===== config.mk =====
export PLATFORM = sky130hd
export DESIGN_NAME = gpio_irq_port
export DESIGN_NICKNAME = d
export VERILOG_FILES = /design/src/rtl/gpio_irq_port.sv
export SDC_FILE = /design/constraint.sdc
export NUM_CORES = 1
export LEC_CHECK = 0
export BUFFER_PORTS_ARGS = -buffer_cell sky130_fd_sc_hd__buf_2
export CAP_MARGIN = 20
export CORE_MARGIN = 2
export CORE_UTILIZATION = 50
export CTS_CLUSTER_DIAMETER = 60
export CTS_CLUSTER_SIZE = 8
export DETAILED_ROUTE_END_ITERATION = 8
export PLACE_DENSITY = 0.7
export SLEW_MARGIN = 20
export SYNTH_ARGS = -nofsm -noshare
export SYNTH_HDL_FRONTEND = slang
export SYNTH_SLANG_ARGS = --single-unit

===== constraint.sdc =====
create_clock -name clk -period 1.4 [get_ports clk]
set_input_delay 0.07 -clock clk [delete_from_list [all_inputs] [get_ports clk]]
set_output_delay 0.07 -clock clk [all_outputs]
set_load 0.01 [all_outputs]

===== src/rtl/gpio_irq_port.sv =====
module gpio_irq_port #(
  parameter int NPINS = 32,
  parameter int AW    = 8
) (
  input  logic             clk,
  input  logic             rst_n,
  input  logic [AW-1:0]    addr,
  input  logic             wr_en,
  input  logic [NPINS-1:0] wdata,
  output logic [NPINS-1:0] rdata,
  input  logic [NPINS-1:0] pad_in,
  output logic [NPINS-1:0] pad_out,
  output logic [NPINS-1:0] pad_oe,
  output logic             irq
);

  localparam logic [AW-5:0] IDX_DOUT = 'd0;
  localparam logic [AW-5:0] IDX_DIN  = 'd1;
  localparam logic [AW-5:0] IDX_OE   = 'd2;
  localparam logic [AW-5:0] IDX_SEL  = 'd3;
  localparam logic [AW-5:0] IDX_EN   = 'd4;
  localparam logic [AW-5:0] IDX_MODE = 'd5;
  localparam logic [AW-5:0] IDX_SNS  = 'd6;
  localparam logic [AW-5:0] IDX_STAT = 'd7;

  logic [AW-5:0] idx;
  logic [3:0]    sub;
  logic          op_wr, op_set, op_clr;

  assign idx    = addr[AW-1:4];
  assign sub    = addr[3:0];
  assign op_wr  = wr_en && (sub == 4'h0);
  assign op_set = wr_en && (sub == 4'h4);
  assign op_clr = wr_en && (sub == 4'h8);

  logic [NPINS-1:0] dout_q, oe_q, sel_q, en_q, mode_q, sns_q, stat_q;
  logic [NPINS-1:0] sync1_q, sync2_q, prev_q;

  function automatic logic [NPINS-1:0] upd(input logic [NPINS-1:0] cur);
    if (op_wr)       upd = wdata;
    else if (op_set) upd = cur | wdata;
    else if (op_clr) upd = cur & ~wdata;
    else             upd = cur;
  endfunction

  always_ff @(posedge clk or negedge rst_n) begin
    if (!rst_n) begin
      dout_q <= '0;
      oe_q   <= '0;
      sel_q  <= '0;
      en_q   <= '0;
      mode_q <= '0;
      sns_q  <= '0;
    end else begin
      if (idx == IDX_DOUT) dout_q <= upd(dout_q);
      if (idx == IDX_OE)   oe_q   <= upd(oe_q);
      if (idx == IDX_SEL)  sel_q  <= upd(sel_q);
      if (idx == IDX_EN)   en_q   <= upd(en_q);
      if (idx == IDX_MODE) mode_q <= upd(mode_q);
      if (idx == IDX_SNS)  sns_q  <= upd(sns_q);
    end
  end

  always_ff @(posedge clk or negedge rst_n) begin
    if (!rst_n) begin
      sync1_q <= '0;
      sync2_q <= '0;
      prev_q  <= '0;
    end else begin
      sync1_q <= pad_in;
      sync2_q <= sync1_q;
      prev_q  <= sync2_q;
    end
  end

  logic [NPINS-1:0] rise, fall, lvl_hit, edge_hit, hit, stat_clr;

  assign rise     = sync2_q & ~prev_q;
  assign fall     = ~sync2_q & prev_q;
  assign edge_hit = (sns_q & rise) | (~sns_q & fall);
  assign lvl_hit  = ~(sync2_q ^ sns_q);
  assign hit      = sel_q & ((mode_q & lvl_hit) | (~mode_q & edge_hit));
  assign stat_clr = (op_clr && idx == IDX_STAT) ? wdata : '0;

  always_ff @(posedge clk or negedge rst_n) begin
    if (!rst_n) stat_q <= '0;
    else        stat_q <= (stat_q & ~stat_clr) | hit;
  end

  always_comb begin
    case (idx)
      IDX_DOUT: rdata = dout_q;
      IDX_DIN:  rdata = sync2_q;
      IDX_OE:   rdata = oe_q;
      IDX_SEL:  rdata = sel_q;
      IDX_EN:   rdata = en_q;
      IDX_MODE: rdata = mode_q;
      IDX_SNS:  rdata = sns_q;
      IDX_STAT: rdata = stat_q;
      default:  rdata = '0;
    endcase
  end

  assign pad_out = dout_q;
  assign pad_oe  = oe_q;
  assign irq     = |(stat_q & en_q);

  // A status bit only falls after a clear-alias write to status.
  assert_stat_sticky_R9: assert property (@(posedge clk) disable iff (!rst_n)
    !(op_clr && idx == IDX_STAT) |=> ((~stat_q & $past(stat_q)) == '0));

  // A status bit only rises while its select bit was 1.
  assert_sel_gate_R8: assert property (@(posedge clk) disable iff (!rst_n)
    1'b1 |=> ((stat_q & ~$past(stat_q) & ~$past(sel_q)) == '0));

  // After a set-alias write to output data, every masked bit is 1.
  assert_set_alias_R3: assert property (@(posedge clk) disable iff (!rst_n)
    (op_set && idx == IDX_DOUT) |=> ((pad_out & $past(wdata)) == $past(wdata)));

  // After a clear-alias write to output enable, every masked bit is 0.
  assert_clr_alias_R3: assert property (@(posedge clk) disable iff (!rst_n)
    (op_clr && idx == IDX_OE) |=> ((pad_oe & $past(wdata)) == '0));

  // An active level overrides a simultaneous clear.
  assert_set_wins_R10: assert property (@(posedge clk) disable iff (!rst_n)
    ((sel_q & mode_q & lvl_hit) != '0) |=> ((stat_q & $past(sel_q & mode_q & lvl_hit)) == $past(sel_q & mode_q & lvl_hit)));

  // The interrupt line never rises while enable is all zero.
  assert_irq_needs_en_R11: assert property (@(posedge clk) disable iff (!rst_n)
    irq |-> (en_q != '0));

endmodule


Yosys cells after proc, flatten, opt, wreduce, memory -nomap -nowiden
Cells that the tools add are included.
{ "word_totals": {"in_bits": 75, "output_inout_bits": 97, "regBits": 320} }
{ "op_classes": {"bitwise_logic": 32, "n_eq_ne": 9, "mux": 20, "n_reduce_logical": 14} }
{ "ops": {"columns": ["operator", "n"], "rows": [
  ["$mux 32", 19],
  ["$and 32x32->32", 15],
  ["$or 32x32->32", 9],
  ["$pmux 32 s8", 1],
  ["$not 32->32", 7],
  ["$reduce_or 32->1", 1],
  ["$xor 32x32->32", 1],
  ["$eq 4x3->1 const B", 5],
  ["$reduce_and 2->1", 6],
  ["$eq 4x2->1 const B", 2],
  ["$logic_not 4->1", 2],
  ["$eq 4x1->1 const B", 1],
  ["$eq 4x4->1 const B", 1],
  ["$logic_and 1x1->1", 4],
  ["$reduce_bool 3->1", 1]
]} }

Depth between registers and ports, before layout
Gate-level depths: netlist of the first run.
{ "depth": {"word_depth": 8, "mapped_depth": 8, "depth_no_buf": 4} }

Least setup slack after synthesis of the first run
No wires, ideal clock.
{ "synth_timing": {"kind": "input to output", "start": "in addr[5]", "end": "out rdata[21]", "arrival_ns": 1.237, "cell_stages": 6, "slack_ns": 0.093, "t_required_ns": 1.330, "path_buffers": 2, "path_cell_list": "buf_6 buf_2 nor2_1 a22oi_1 o22a_1 a21oi_1"} }
{ "synth_via": {"elab_chain_cells": 2} }
{ "synth_rtl": {"columns": ["item", "line", "text"], "rows": [
  ["from (decl)", "7", "input logic [AW-1:0] addr,"],
  ["$eq 4x3->1, or another cell as far along", "91", "case (idx)"],
  ["$pmux 32 s8 (*)", "91", null],
  ["to (decl)", "10", "output logic [NPINS-1:0] rdata,"]
]} }
Mark *: on every way between the ends. The rest lies on a longest branch, timed or not.

Worst setup path in the final report of the first run
{ "layout_timing": {"start": "reg stat_q[5]", "end": "out irq"} }
{ "layout_via": {"elab_chain_cells": 2} }
{ "layout_rtl": {"columns": ["item", "line", "text"], "rows": [
  ["from (decl)", "36", "logic [NPINS-1:0] dout_q, oe_q, sel_q, en_q, mode_q, sns_q, stat_q;"],
  ["from (signal assigned)", "87", "else stat_q <= (stat_q & ~stat_clr) | hit;"],
  ["$and 32x32->32", "106", "assign irq = |(stat_q & en_q);"],
  ["$reduce_or 32->1", "106", null],
  ["to (decl)", "14", "output logic irq"]
]} }
No other way between the ends.

==> results of run 1 <==
cell type report:
class / count / area, um^2
fillers: 2208 / 9200
flip-flops and latches: 320 / 8010
multi-input cells: 1078 / 5970
repair buffers: 462 / 3700
clock buffers: 47 / 1180
well taps: 384 / 480
clock inverters: 1 / 8.76
inverters: 2 / 7.51
diodes: 1 / 2.50
final timing paths:
path,from,slack [ns],to,cells after the start
worst max-delay path,stat_q[5]$_DFF_PN0_,-0.77,irq,5
worst min-delay path,rst_n,0.07,async pin,2
worst max register to register,flop,0.19,stat_q[8]$_DFF_PN0_,5
worst min register to register,sync1_q[18]$_DFF_PN0_,0.35,sync2_q[18]$_DFF_PN0_,0
max in group asynchronous,rst_n,0.66,sync2_q[1]$_DFF_PN0_,3
min in group clk,pad_in[23],0.17,sync1_q[23]$_DFF_PN0_,2
worst max-delay path, delay by kind of cell (launching register included):
| kind | cells | cell delay (ns) |
|---|---|---|
| AND/OR/NAND/NOR | 2 | 0.66 |
| flip-flops | 1 | 0.39 |
| buffers and inverters | 2 | 0.30 |
| AO/OA/AOI/OAI | 1 | 0.21 |
per-stage QoR:
stage	setup WS [ns]	utilization	hold WS [ns]
2_1_floorplan	0.0926	-	-0.226
3_3_place_gp	-0.433	0.596	0.0235
3_5_place_dp	-0.495	0.596	0.0235
4_1_cts	-0.712	0.673	0.0665
5_1_grt	-0.812	0.678	0.0994
6_report	-0.771	0.678	0.0676
logic make-up after synthesis:
group           share of synthesized area
simple gates                        0.191
flops                               0.555
compound gates                      0.179
buf+inv                            0.0464
mux                                0.0294
cells in the mapped netlist, drive strengths merged:
cell / number / area, um^2
a21oi: 48 / 240
a221oi: 5 / 43.8
a222oi: 23 / 230
a22o: 57 / 499
a22oi: 30 / 225
a31oi: 1 / 6.26
a32oi: 2 / 17.5
and2: 7 / 43.8
and4: 1 / 11.3
and4b: 1 / 10.0
and4bb: 2 / 25.0
buf: 97 / 591
clkbuf: 18 / 71.3
dfrtp: 320 / 8010
inv: 2 / 7.51
mux2: 13 / 146
mux2i: 21 / 210
mux4: 3 / 67.6
nand2: 456 / 1710
nand2b: 35 / 219
nand3: 59 / 310
nand4: 6 / 37.5
nor2: 45 / 169
nor2b: 7 / 43.8
nor3: 6 / 30.0
nor3b: 2 / 20.0
nor4: 1 / 21.3
nor4b: 3 / 56.3
nor4bb: 1 / 25.0
o211ai: 5 / 37.5
o21ai: 196 / 981
o221ai: 1 / 8.76
o22a: 1 / 8.76
o2bb2ai: 4 / 35.0
o311ai: 1 / 8.76
o31ai: 32 / 240
or2: 1 / 6.26
or3: 1 / 6.26
or4: 1 / 7.51
power breakdown:
group | total [mW] | internal [mW] | switching, mW
logic | 4.48 | 2.38 | 2.10
registers | 11.1 | 10.2 | 0.846
clock network | 9.57 | 5.83 | 3.74
metal layers:
metal	GRT usage	up-vias
met3	0.0781	176
met4	0.159	0
met2	0.525	908
li1	-	6046
met5	0	-
met1	0.452	6660
repair_timing:
action                                  CTS  global route
hold endpoints to repair                576             0
hold buffers                             65             0
resized for setup                        57            23
buffers inserted                         21             9
pin swaps                                34            25
endpoints found under the setup margin   33            33
==> key figures, run 1 <==
Synth
  – Flops & latches, synth: 320
  – Yosys cell types: 48
  – Syn Inst Count: 1515
  – Syn_area_per_cell: 9.53 um^2
  – Syn nets: 1590
  – Ys Warns: 0
  – Cell Area, Synth: 0.0144 mm^2
  – Register area share after synthesis: 0.555

Min path
  – Worst hold path class: in2async

Placed design
  – Dpl cell area: 0.0170 mm^2
  – Cell Count Post-Placement: 2156
  – Placer Congestion: 0.938
  – Detailed Place HPWL: 33800 um
  – IO buf count: 171

Outcome
  – Status: finished, violations left
  – Failing checks: negative setup slack

Timing
  – Final hold violation count: 0
  – Tmin final: 2.17 ns
  – Setup violations, final: 33
  – Final WS setup: -0.771 ns
  – Clock skew: 0.00710 ns
  – Final setup TNS: -14.60 ns
  – Maximum clock rate: 461 MHz
  – Fin crit share: 1.55
  – Max Transition Viols Final: 0
  – RSZ-0062 raised after global routing: true
  – Least-Margin Pin Slew: 0.752 ns
  – Slew Limit Headroom: 0.497

Die
  – Core ar.: 0.0285 mm^2
  – DIE AREA: 0.0302 mm^2
  – I/O pin cnt: 172
  – Die Y-Extent: 174 um
  – Row Count: 62
  – Initial Util: 0.506
  – Die width: 174 um

Detailed routing
  – Uppermost routed layer: met4
  – Routed WL per cell: 22.2 um
  – Routed Wire Length: 51000 um
  – Metal3 WL: 5650 um
  – Initial DRC count: 1825
  – Avg Vias per Cell: 6.01
  – Residual DRC count: 0
  – Met2 WL: 23500 um
  – Routed via count: 13.8k
  – Antenna Nets Post-Route: 0
  – Pre-antenna DRT Iters: 7
  – M1 wire length: 19500 um

Critical path
  – WS Path Type: reg2out
  – Slowest CP cell: or4_4
  – CP cell instances: a22oi_2 > buf_4 > nand4_1 > or4_4 > buf_6
  – Worst Path Max Fanout: 2
  – Critical Path RT: 1.33 ns
  – Crit. End Element: output port
  – Worst setup SP type: flop
  – Slowest stage delay, CP: 0.59 ns
  – Arr. time, crit path: 2.10 ns

Clock network
  – Worst-path clk slew: 0.05 ns
  – CTS Buffer Depth: 3
  – Inserted Clock Buffers: 45
  – CTS tree: built
  – Worst-Skew Late Latency: 0.54 ns
  – H-tree levels: 2
  – Sink Count: 320
  – CTS Root Cell: clkbuf_16

Layout
  – Fin area: 0.0194 mm^2
  – Final cell count without fillers: 2295
  – Area grow syn2layout: 34.0%
  – Commonest non-fill, non-tap cell in the layout: nand2_1
  – Share of cells above drive strength 1: 0.267
  – Commonest non-fill, non-tap cells in the layout: nand2_1, dfrtp_1, buf_4
  – Nets@finish: 1984

GRT
  – Vias in the first global route: 13.8k
  – Largest net degree at the start of global routing: 47
  – GR Util All Layers: 0.338
  – Antenna violations before repair: 1
  – First-pass GRT wire length: 78800 um
  – Global route overflow: 0

Power and ir drop
  – Pleak: 9.83 nW
  – PwrDens: 1300 mW/mm^2
  – Power, Total: 25.1 mW
  – VDD IR max: 0.932 mV

Run
  – Max_cap viols: 0
Power figures use the tool's default switching activity.
==> run 2, diff against run 1 <==
==> constraint.sdc (replaced) <==
create_clock -name clk -period 2.7 [get_ports clk]
set_input_delay 0.135 -clock clk [delete_from_list [all_inputs] [get_ports clk]]
set_output_delay 0.135 -clock clk [all_outputs]
set_load 0.01 [all_outputs]
==> key figures, run 2 (synthesis gave the netlist of run 1 again) <==
Critical path
  – R2r endpoint: stat_q[12]$_DFF_PN0_ (was stat_q[8]$_DFF_PN0_)
  – Critical Path RT: 2.57 ns (was 1.33 ns)
  – Worst Setup EP: irq (unchanged)
  – Worst Reg-to-Reg Cells: 4 (was 5)
  – Worst Path Max Fanout: 3 (was 2)
  – Arr. time, crit path: 2.28 ns (was 2.10 ns)
  – Slowest CP cell: or4_1 (was or4_4)
  – CP cell instances: a22oi_1 > nand4_1 > or4_1 > buf_2 (was a22oi_2 > buf_4 > nand4_1 > or4_4 > buf_6)
  – Crit. End Element: output port (unchanged)
  – Register-to-Register Setup Slack: 1.58 ns (was 0.19 ns)
  – Slowest stage delay, CP: 0.63 ns (was 0.59 ns)
  – Worst setup SP type: flop (unchanged)
  – WS Path Type: reg2out (unchanged)

Min path
  – Worst hold path class: in2async (unchanged)

Die
  – Row Count: 62 (unchanged)
  – Die Y-Extent: 174 um (unchanged)
  – Initial Util: 0.506 (unchanged)
  – Core ar.: 0.0285 mm^2 (unchanged)
  – I/O pin cnt: 172 (unchanged)
  – Die width: 174 um (unchanged)
  – DIE AREA: 0.0302 mm^2 (unchanged)

Outcome
  – Status: complete, no violations (was finished, violations left)

Placed design
  – Detailed Place HPWL: 31600 um (was 33800 um)
  – Placer Congestion: 0.941 (was 0.938)
  – Cell Count Post-Placement: 2016 (was 2156)
  – DP Worst Slack: 0.565 ns (was -0.495 ns)
  – IO buf count: 171 (unchanged)

Power and ir drop
  – Power, Total: 12.5 mW (was 25.1 mW)
  – PwrDens: 713 mW/mm^2 (was 1300 mW/mm^2)
  – VDD IR max: 0.566 mV (was 0.932 mV)
  – Pleak: 8.85 nW (was 9.83 nW)

Detailed routing
  – Routed Wire Length: 49500 um (was 51000 um)
  – Routed WL per cell: 23.2 um (was 22.2 um)
  – Initial DRC count: 1889 (was 1825)
  – Avg Vias per Cell: 6.24 (was 6.01)
  – Pre-antenna DRT Iters: 8 (was 7)
  – Routed via count: 13.3k (was 13.8k)
  – Residual DRC count: 0 (unchanged)
  – Antenna Nets Post-Route: 0 (unchanged)

GRT
  – First-pass GRT wire length: 76700 um (was 78800 um)
  – GR Util All Layers: 0.326 (was 0.338)
  – Largest net degree at the start of global routing: 72 (was 47)
  – Global route overflow: 0 (unchanged)
  – Vias in the first global route: 13.4k (was 13.8k)
  – Antenna violations before repair: 0 (was 1)

Clock network
  – Worst-Skew Late Latency: 0.54 ns (about the same)
  – Inserted Clock Buffers: 46 (was 45)
  – CTS Buffer Depth: 3 (unchanged)
  – H-tree levels: 2 (unchanged)
  – CTS tree: built (unchanged)
  – CTS Root Cell: clkbuf_16 (unchanged)
  – Resize count post-CTS: 0 (was 57)
  – Sink Count: 320 (unchanged)
  – Worst-path clk slew: 0.05 ns (about the same)

Timing
  – Final hold violation count: 0 (unchanged)
  – Tmin final: 2.41 ns
  – RSZ-0062 raised after global routing: false (was true)
  – Slew Limit Headroom: 0.460 (was 0.497)
  – Setup violations, final: 0 (was 33)
  – Max Transition Viols Final: 0 (unchanged)
  – Maximum clock rate: 414 MHz
  – Final WS setup: 0.286 ns (was -0.771 ns)
  – Clock skew: 0.0161 ns (was 0.00710 ns)
  – Least-Margin Pin Slew: 0.808 ns (was 0.752 ns)
  – Fin crit share: 0.894
  – Final setup TNS: 0 ns (was -14.60 ns)

Layout
  – Final cell count without fillers: 2133 (was 2295)
  – Commonest non-fill, non-tap cell in the layout: nand2_1 (unchanged)
  – Area grow syn2layout: 21.8% (was 34.0%)
  – Commonest non-fill, non-tap cells in the layout: nand2_1, dfrtp_1, buf_2 (was nand2_1, dfrtp_1, buf_4)
  – Nets@finish: 1820 (was 1984)
  – Layout fillers: 2409 (was 2208)
  – Util after Layout: 0.616 (was 0.678)
  – Share of cells above drive strength 1: 0.178 (was 0.267)
  – # diodes: 0 (was 1)

Run
  – Max_cap viols: 0 (unchanged)
[run 2: how the worst min path moves through the flow]
stage | start | end | slack [ns] | cells past startpoint
after floorplan | rst_n | async pin | -0.16 | 0
after global placement | rst_n | sync2_q[30]$_DFF_PN0_ | 0.16 | 1
after detailed placement | rst_n | async pin | 0.16 | 1
after CTS | rst_n | sync2_q[28]$_DFF_PN0_ | 0.20 | 2
after global routing | rst_n | sync2_q[28]$_DFF_PN0_ | 0.23 | 2
final | rst_n | async pin | 0.17 | 2
[run 2: stage by stage]
step	hold slack, ns	instance area (um^2)
2_1_floorplan	-0.161	14400
3_3_place_gp	0.159	15700
3_5_place_dp	0.159	15700
4_1_cts	0.201	17600
5_1_grt	0.232	17600
6_report	0.172	17600
[run 2: area by class of cell]
type / instances / area (um^2) / area share
multi-input combinational: 1078 / 5770 / 0.328
clock inverter: 4 / 63.8 / 0.00363
clock buffer: 48 / 1180 / 0.0670
timing repair buffer: 297 / 2070 / 0.118
sequential: 320 / 8010 / 0.456
tap: 384 / 480 / 0.0273
inverter: 2 / 7.51 / 0.000427
[run 2: where the power goes]
group / internal [mW] / leakage, nW / switching (mW)
Combinational: 0.696 / 4.12 / 0.846
Clock: 3.14 / 0.611 / 2.01
Sequential: 5.31 / 4.12 / 0.524
Total: 9.15 / 8.85 / 3.38
[run 2: critical path: cells and delay by family, from the launching register on]
family | cells | cell delay [ns]
AOI/OAI and AO/OA | 1 | 0.34
buffers and inverters | 1 | 0.19
DFF | 1 | 0.42
and+or+nand+nor | 2 | 0.79
[run 2: repair_timing]
| item | 4_1_cts | 5_1_grt |
|---|---|---|
| hold buffers | 65 | 0 |
| hold endpoints to repair | 319 | 0 |
| buffers inserted | 0 | 0 |
| endpoints found under the setup margin | 0 | 0 |
[run 2: per-layer routing]
layer / up-vias / GRT usage / share of wire
li1: 5701 / - / -
met4: 0 / 0.139 / 0.042
met1: 6509 / 0.440 / 0.39
met3: 160 / 0.0621 / 0.11
met2: 933 / 0.521 / 0.46
met5: - / 0 / 0
